File: config.mk
export PLATFORM = sky130hd
export DESIGN_NAME = tlbp_lookup
export DESIGN_NICKNAME = d
export VERILOG_FILES = /design/src/rtl/tlbp_pkg.sv /design/src/rtl/tlbp_store.sv /design/src/rtl/tlbp_match.sv /design/src/rtl/tlbp_resolve.sv /design/src/rtl/tlbp_lookup.sv
export SDC_FILE = /design/constraint.sdc
export NUM_CORES = 2
export LEC_CHECK = 0
export BUFFER_PORTS_ARGS = -buffer_cell sky130_fd_sc_hd__buf_4
export CELL_PAD_IN_SITES_DETAIL_PLACEMENT = 1
export CELL_PAD_IN_SITES_GLOBAL_PLACEMENT = 1
export CORE_ASPECT_RATIO = 1.4
export CORE_MARGIN = 5
export CORE_UTILIZATION = 42
export CTS_BUF_LIST = sky130_fd_sc_hd__clkbuf_4
export DETAILED_ROUTE_END_ITERATION = 10
export GPL_ROUTABILITY_DRIVEN = 1
export PLACE_DENSITY_LB_ADDON = 0.1
export RECOVER_POWER = 50
export SYNTH_ARGS = -nofsm -noshare
export SYNTH_HDL_FRONTEND = slang
export SYNTH_HIERARCHICAL = 1
export SYNTH_SLANG_ARGS = --single-unit
File: constraint.sdc
create_clock -name clk -period 16.15 [get_ports clk]
set_clock_uncertainty 0.2 [all_clocks]
set_input_delay 3.23 -clock clk [delete_from_list [all_inputs] [get_ports clk]]
set_output_delay 3.23 -clock clk [all_outputs]
set_load 0.01 [all_outputs]
File: src/rtl/tlbp_pkg.sv
`timescale 1ns/1ps
package tlbp_pkg;
  localparam int VA_W    = 32;
  localparam int PFN_W   = 24;
  localparam int ASID_W  = 8;
  localparam int MASK_W  = 14;
  localparam int PG_MIN  = 12;
  localparam int VPN2_W  = VA_W - PG_MIN - 1;
  localparam int PA_W    = PFN_W + PG_MIN;
  localparam int SHIFT_W = 5;

  typedef enum logic [2:0] {
    EXC_NONE = 3'd0,
    EXC_MOD  = 3'd1,
    EXC_LOAD = 3'd2,
    EXC_STOR = 3'd3
  } exc_e;

  typedef struct packed {
    logic [MASK_W-1:0] mask;
    logic [VPN2_W-1:0] vpn2;
    logic [ASID_W-1:0] asid;
    logic              glob;
    logic [PFN_W-1:0]  pfn0;
    logic              d0;
    logic              v0;
    logic [PFN_W-1:0]  pfn1;
    logic              d1;
    logic              v1;
  } tlb_ent_t;

  // Page shift from the size field; only 2k contiguous low ones are legal.
  function automatic logic [SHIFT_W-1:0] page_shift(input logic [MASK_W-1:0] m);
    logic [SHIFT_W-1:0] s;
    s = SHIFT_W'(PG_MIN);
    for (int k = 1; k <= MASK_W / 2; k++) begin
      if (m == MASK_W'((1 << (2 * k)) - 1)) s = SHIFT_W'(PG_MIN + 2 * k);
    end
    return s;
  endfunction

  // Tag bits that take part in the comparison for a given shift.
  function automatic logic [VPN2_W-1:0] tag_keep(input logic [SHIFT_W-1:0] sh);
    logic [VPN2_W-1:0] r;
    for (int i = 0; i < VPN2_W; i++) r[i] = ((i + PG_MIN) >= int'(sh));
    return r;
  endfunction

  // Address bits that pass straight through as page offset.
  function automatic logic [PA_W-1:0] offset_keep(input logic [SHIFT_W-1:0] sh);
    logic [PA_W-1:0] r;
    for (int i = 0; i < PA_W; i++) r[i] = (i < int'(sh));
    return r;
  endfunction
endpackage

File: src/rtl/tlbp_store.sv
`timescale 1ns/1ps
module tlbp_store
  import tlbp_pkg::*;
#(
  parameter int ENTRIES = 16,
  localparam int IDX_W = $clog2(ENTRIES)
) (
  input  logic                          clk,
  input  logic                          rst_n,
  input  logic                          wr_en,
  input  logic [IDX_W-1:0]              wr_idx,
  input  tlb_ent_t                      wr_ent,
  output tlb_ent_t [ENTRIES-1:0]        ents
);
  for (genvar g = 0; g < ENTRIES; g++) begin : g_ent
    logic sel_here;
    assign sel_here = wr_en && (wr_idx == IDX_W'(g));
    always_ff @(posedge clk) begin
      if (!rst_n)        ents[g] <= '0;
      else if (sel_here) ents[g] <= wr_ent;
    end
  end

  // a loaded entry holds exactly the written contents one cycle later
  p_write_lands_r12: assert property (@(posedge clk) disable iff (!rst_n)
    wr_en |=> ents[$past(wr_idx)] == $past(wr_ent));
endmodule

File: src/rtl/tlbp_match.sv
`timescale 1ns/1ps
module tlbp_match
  import tlbp_pkg::*;
#(
  parameter int ENTRIES = 16
) (
  input  tlb_ent_t [ENTRIES-1:0]        ents,
  input  logic [VA_W-1:0]               vaddr,
  input  logic [ASID_W-1:0]             asid,
  output logic [ENTRIES-1:0]            match_vec,
  output logic [ENTRIES-1:0][PFN_W-1:0] half_pfn,
  output logic [ENTRIES-1:0]            half_d,
  output logic [ENTRIES-1:0]            half_v,
  output logic [ENTRIES-1:0][PA_W-1:0]  off_mask
);
  logic [VPN2_W-1:0] va_tag;
  assign va_tag = vaddr[VA_W-1:PG_MIN+1];

  for (genvar g = 0; g < ENTRIES; g++) begin : g_cmp
    logic [SHIFT_W-1:0] sh;
    logic [VPN2_W-1:0]  keep;
    logic               tag_eq;
    logic               asid_ok;
    logic               odd;
    assign sh      = page_shift(ents[g].mask);
    assign keep    = tag_keep(sh);
    assign tag_eq  = ((ents[g].vpn2 ^ va_tag) & keep) == '0;
    assign asid_ok = ents[g].glob || (ents[g].asid == asid);
    assign odd     = vaddr[sh];
    assign match_vec[g] = tag_eq && asid_ok;
    assign half_pfn[g]  = odd ? ents[g].pfn1 : ents[g].pfn0;
    assign half_d[g]    = odd ? ents[g].d1   : ents[g].d0;
    assign half_v[g]    = odd ? ents[g].v1   : ents[g].v0;
    assign off_mask[g]  = offset_keep(sh);
  end
endmodule

File: src/rtl/tlbp_resolve.sv
`timescale 1ns/1ps
module tlbp_resolve
  import tlbp_pkg::*;
#(
  parameter int ENTRIES = 16,
  localparam int IDX_W = $clog2(ENTRIES)
) (
  input  logic                          clk,
  input  logic                          rst_n,
  input  logic [ENTRIES-1:0]            match_vec,
  input  logic [ENTRIES-1:0][PFN_W-1:0] half_pfn,
  input  logic [ENTRIES-1:0]            half_d,
  input  logic [ENTRIES-1:0]            half_v,
  input  logic [ENTRIES-1:0][PA_W-1:0]  off_mask,
  input  logic [VA_W-1:0]               vaddr,
  input  logic                          lk_write,
  input  logic                          lk_quiet,
  output logic                          lk_hit,
  output logic [PA_W-1:0]               lk_paddr,
  output logic                          lk_writable,
  output logic                          lk_exc,
  output exc_e                          lk_code,
  output logic                          lk_refill
);
  logic [IDX_W-1:0] sel_idx;
  logic             any_match;
  logic             ok_hit;
  logic             fault_inv;
  logic             fault_mod;
  logic             fault_miss;
  logic             sel_d;
  logic             sel_v;

  // Lowest matching index wins: scan from the top down.
  always_comb begin
    sel_idx   = '0;
    any_match = 1'b0;
    for (int i = ENTRIES - 1; i >= 0; i--) begin
      if (match_vec[i]) begin
        sel_idx   = IDX_W'(i);
        any_match = 1'b1;
      end
    end
  end

  assign sel_d      = half_d[sel_idx];
  assign sel_v      = half_v[sel_idx];
  assign fault_miss = !any_match;
  assign fault_inv  = any_match && !sel_v;
  assign fault_mod  = any_match && sel_v && !sel_d && lk_write;
  assign ok_hit     = !fault_miss && !fault_inv && !fault_mod;

  always_comb begin
    lk_hit      = ok_hit;
    lk_writable = ok_hit && sel_d;
    lk_paddr    = '0;
    if (ok_hit)
      lk_paddr = {half_pfn[sel_idx], {PG_MIN{1'b0}}} | (PA_W'(vaddr) & off_mask[sel_idx]);
    lk_exc    = !ok_hit && !lk_quiet;
    lk_refill = lk_exc && fault_miss;
    lk_code   = EXC_NONE;
    if (lk_exc) begin
      if (fault_mod)     lk_code = EXC_MOD;
      else if (lk_write) lk_code = EXC_STOR;
      else               lk_code = EXC_LOAD;
    end
  end

  // the chosen entry matches and no lower-indexed entry does
  p_lowest_wins_r11: assert property (@(posedge clk) disable iff (!rst_n)
    any_match |-> (match_vec[sel_idx] &&
                   ((match_vec & ((ENTRIES'(1) << sel_idx) - ENTRIES'(1))) == '0)));
  // a refill is only ever reported when nothing matched
  p_refill_nomatch_r9: assert property (@(posedge clk) disable iff (!rst_n)
    lk_refill |-> (match_vec == '0));
  // quiet lookups never raise a fault
  p_quiet_silent_r10: assert property (@(posedge clk) disable iff (!rst_n)
    lk_quiet |-> (!lk_exc && !lk_refill && lk_code == EXC_NONE));
  // modification faults come from stores only
  p_mod_store_r8: assert property (@(posedge clk) disable iff (!rst_n)
    (lk_code == EXC_MOD) |-> (lk_write && !lk_refill));
  // writable is reported only on a hit, and a hit never carries a fault
  p_writable_hit_r6: assert property (@(posedge clk) disable iff (!rst_n)
    (lk_writable |-> lk_hit) and (lk_hit |-> !lk_exc));
endmodule

File: src/rtl/tlbp_lookup.sv
`timescale 1ns/1ps
module tlbp_lookup
  import tlbp_pkg::*;
#(
  parameter int ENTRIES = 16,
  localparam int IDX_W = $clog2(ENTRIES)
) (
  input  logic              clk,
  input  logic              rst_n,
  input  logic              wr_en,
  input  logic [IDX_W-1:0]  wr_idx,
  input  logic [MASK_W-1:0] wr_mask,
  input  logic [VPN2_W-1:0] wr_vpn2,
  input  logic [ASID_W-1:0] wr_asid,
  input  logic              wr_global,
  input  logic [PFN_W-1:0]  wr_pfn_even,
  input  logic              wr_dirty_even,
  input  logic              wr_valid_even,
  input  logic [PFN_W-1:0]  wr_pfn_odd,
  input  logic              wr_dirty_odd,
  input  logic              wr_valid_odd,
  input  logic [VA_W-1:0]   lk_vaddr,
  input  logic [ASID_W-1:0] lk_asid,
  input  logic              lk_write,
  input  logic              lk_quiet,
  output logic              lk_hit,
  output logic [PA_W-1:0]   lk_paddr,
  output logic              lk_writable,
  output logic              lk_exc,
  output logic [2:0]        lk_exc_code,
  output logic              lk_refill
);
  tlb_ent_t                      wr_ent;
  tlb_ent_t [ENTRIES-1:0]        ents;
  logic [ENTRIES-1:0]            match_vec;
  logic [ENTRIES-1:0][PFN_W-1:0] half_pfn;
  logic [ENTRIES-1:0]            half_d;
  logic [ENTRIES-1:0]            half_v;
  logic [ENTRIES-1:0][PA_W-1:0]  off_mask;
  exc_e                          code;

  always_comb begin
    wr_ent.mask = wr_mask;
    wr_ent.vpn2 = wr_vpn2;
    wr_ent.asid = wr_asid;
    wr_ent.glob = wr_global;
    wr_ent.pfn0 = wr_pfn_even;
    wr_ent.d0   = wr_dirty_even;
    wr_ent.v0   = wr_valid_even;
    wr_ent.pfn1 = wr_pfn_odd;
    wr_ent.d1   = wr_dirty_odd;
    wr_ent.v1   = wr_valid_odd;
  end

  tlbp_store #(.ENTRIES(ENTRIES)) i_store (
    .clk(clk), .rst_n(rst_n), .wr_en(wr_en), .wr_idx(wr_idx),
    .wr_ent(wr_ent), .ents(ents)
  );

  tlbp_match #(.ENTRIES(ENTRIES)) i_match (
    .ents(ents), .vaddr(lk_vaddr), .asid(lk_asid), .match_vec(match_vec),
    .half_pfn(half_pfn), .half_d(half_d), .half_v(half_v), .off_mask(off_mask)
  );

  tlbp_resolve #(.ENTRIES(ENTRIES)) i_resolve (
    .clk(clk), .rst_n(rst_n), .match_vec(match_vec), .half_pfn(half_pfn),
    .half_d(half_d), .half_v(half_v), .off_mask(off_mask), .vaddr(lk_vaddr),
    .lk_write(lk_write), .lk_quiet(lk_quiet), .lk_hit(lk_hit),
    .lk_paddr(lk_paddr), .lk_writable(lk_writable), .lk_exc(lk_exc),
    .lk_code(code), .lk_refill(lk_refill)
  );

  assign lk_exc_code = code;

  // a fault that is not a refill always carries a code
  p_fault_coded_r7: assert property (@(posedge clk) disable iff (!rst_n)
    (lk_exc && !lk_refill) |-> (lk_exc_code != 3'd0));
endmodule

==> impl_metrics.sql <==
INSERT INTO impl_metrics (metric_group, metric, value, unit) VALUES
('finish', 'largest_register', 'i_store/ents', ''),
('global_route', 'pin_count_of_the_biggest_net_entering_global_routing', '212', ''),
('synthesis', 'post_synth_inst_count', '8468', ''),
('finish', 'finalCoreUtilization', '0.4506', ''),
('worst_hold_path', 'worst_hold_path_type', 'register to register', ''),
('floorplan', 'design.portCount', '186', ''),
('cts', 'cts_tree', 'done', ''),
('setup_path', 'critPathMaxFanout', '92', ''),
('route', 'drt_pass1_iterations', '9', ''),
('sta', 'timing.fmax', '70.96', 'MHz'),
('cts', 'clock_sink_count', '1504', ''),
('sta', 'setup_ws', '2.058', 'ns'),
('sta', 'finalSetupViolations', '0', ''),
('floorplan', 'placement_rows', '190', ''),
('power_and_ir_drop', 'fin_total_pwr', '7.813', 'mW'),
('setup_path', 'cp_top_family', 'buffers and inverters', ''),
('sta', 'slew_headroom', '-5.819', ''),
('route', 'routed_wl', '335000', 'um'),
('route', 'route.detailed.drc', '0', ''),
('cts', 'tritoncts.num_buffers', '411', ''),
('floorplan', 'fp.dieArea', '200200', 'um^2'),
('route', 'detail-route-antenna-nets', '0', ''),
('status', 'violations', 'capacitance limit, slew limit', ''),
('setup_path', 'cp_data_arrival_time', '15.10', 'ns'),
('sta', 'setup_repair_after_global_routing_missed_its_margin', 'no', ''),
('cts', 'h-tree-depth', '5', ''),
('cts', 'cts.clk_slew.worst_paths', '0.07', 'ns'),
('setup_path', 'critical-path-max-stage-delay', '3.30', 'ns'),
('global_route', 'first_global_vias', '69110', ''),
('floorplan', 'coreArea', '190900', 'um^2'),
('synthesis', 'syn-cell-area', '80330', 'um^2'),
('route', 'post_drt_via_cell_ratio', '5.779', ''),
('placement', 'hpwlAfterDp', '224100', 'um'),
('setup_path', 'critPathCaptureType', 'register', ''),
('cts', 'clock_tree.buffer_depth', '4', ''),
('cts', 'postCtsHoldBufs', '0', ''),
('sta', 'fin_crit_sh', '0.8726', ''),
('sta', 'timing.final.hold_violations', '0', ''),
('setup_path', 'worstPathRequired', '17.16', 'ns'),
('sta', 'timing_worst_slew_pin_value', '10.23', 'ns'),
('finish', 'synthToLayoutAreaGrowth', '7.066', '%'),
('sta', 'timing.setup.tns', '0', 'ns'),
('global_route', 'grt_antenna_before_repair', '19', ''),
('floorplan', 'die_y', '527.5', 'um'),
('cts', 'cts_setup_buffers', '0', ''),
('placement', 'gpl.final_weighted_congestion', '0.9301', ''),
('finish', 'register_area', '30110', 'um^2'),
('status', 'result_of_the_run', 'finished, violations left', ''),
('finish', 'final_net_count', '8573', ''),
('setup_path', 'worstPathBufferInverterCount', '4', ''),
('route', 'post_drt_wl_per_cell', '29.88', 'um'),
('global_route', 'grt.total_usage', '0.3243', ''),
('route', 'drtIter0Drc', '4084', ''),
('cts', 'post_cts_gate_resize_count', '0', ''),
('floorplan', 'floorplan.die.width', '379.6', 'um'),
('finish', 'multiInputGateArea', '45310', 'um^2'),
('power_and_ir_drop', 'p_leak', '35.46', 'nW'),
('setup_path', 'path_cells', 'clkbuf_1 -> clkbuf_1 -> clkbuf_1 -> clkbuf_1 -> nand2_1 -> mux2i_1', ''),
('synthesis', 'syn_avg_cell_area', '9.487', 'um^2'),
('finish', 'largest_register_ff_count', '1504', ''),
('finish', 'drive_above_1_share', '0.1805', ''),
('synthesis', 'yosysWarningCount', '6', ''),
('power_and_ir_drop', 'p_per_area', '90.84', 'nW/um^2'),
('placement', 'place_worst_setup_slack', '2.530', 'ns'),
('setup_path', 'r2r_setup_slack', '14.92', 'ns'),
('setup_path', 'critical-path-slowest-cell', 'clkbuf_1', ''),
('global_route', 'overflow', '0', ''),
('floorplan', 'start_util', '0.4208', ''),
('setup_path', 'setup.worst_path.start_class', 'input port', ''),
('cts', 'worstSkewPairLatency', '1.34', 'ns'),
('placement', 'port_buffers', '184', ''),
('finish', 'filler_cell_count', '21930', ''),
('cts', 'cts.root.buffer_cell', 'clkbuf_4', ''),
('setup_path', 'timing.setup.critical_path_class', 'input port to register', ''),
('sta', 'finalCriticalPeriod', '14.09', 'ns'),
('finish', 'layout_top_registers', 'i_store/ents (1504)', ''),
('global_route', 'grt_first_pass_wirelength', '479400', 'um'),
('setup_path', 'critical_path.most_common_cell', 'clkbuf_1', ''),
('sta', 'timing_max_transition_violations_final', '2133', ''),
('route', 'vias', '64800', ''),
('job', 'max_cap_violations', '42', ''),
('power_and_ir_drop', 'ir_drop', '68.37', 'uV');
## metrics by stage
step / cell area [um^2] / hold WS (ns) / cells
floorplan: 81410 / 0.2306 / 8754
global placement: 81370 / 0.2375 / 10510
detailed placement: 81370 / 0.2441 / 10510
CTS: 86240 / 0.2583 / 11200
global route: 85990 / 0.2711 / 11210
finish: 86010 / 0.2553 / 11210
## final timing paths
check	from	endpoint	cells after the start
setup / recovery	rst_n	i_store/ents[1085]$_SDFFE_PN0P_	6
hold / removal	i_store/ents[1049]$_SDFFE_PN0P_	i_store/ents[1049]$_SDFFE_PN0P_	2
setup reg to reg	i_store/ents[112]$_SDFFE_PN0P_	i_store/ents[112]$_SDFFE_PN0P_	2
hold reg to reg	i_store/ents[1049]$_SDFFE_PN0P_	i_store/ents[1049]$_SDFFE_PN0P_	2
## worst reg2reg max path, stage by stage, from the launching register on
cell and delay (ns):
dfxtp_1 0.32, nand2_1 0.06, mux2i_1 0.17
## power breakdown
group	switching (mW)	internal (mW)
sequential	0.0305	3.76
clock	1.68	1.69
combinational	0.452	0.200
## routing by layer
metal / wire [um] / GRT usage
met1: 125500 / 0.3528
met2: 164000 / 0.5711
met3: 16790 / 0.05523
met5: 46 / 0
met4: 28640 / 0.2324
## cells in the final DEF (no fill, tap or decap), types with 152 or more instances in the layout
cell	instances
xor2_1	289
mux2i_1	1552
a211oi_1	152
mux2_2	423
clkbuf_4	598
nand2_1	1830
xnor2_1	185
dfxtp_1	1504
buf_4	295
conb_1	289
## final cells by class
type                            instances  share of cell area
Multi-Input combinational cell       6133              0.5268
Sequential cell                      1504              0.3501
Clock buffer                          598             0.05219
Tap cell                             2496             0.03631
Timing Repair Buffer                  341             0.02816
Clock inverter                         88            0.004364
Inverter                               39            0.001702
Antenna cell                           15           0.0004364
(Power assumes the default switching activity.)
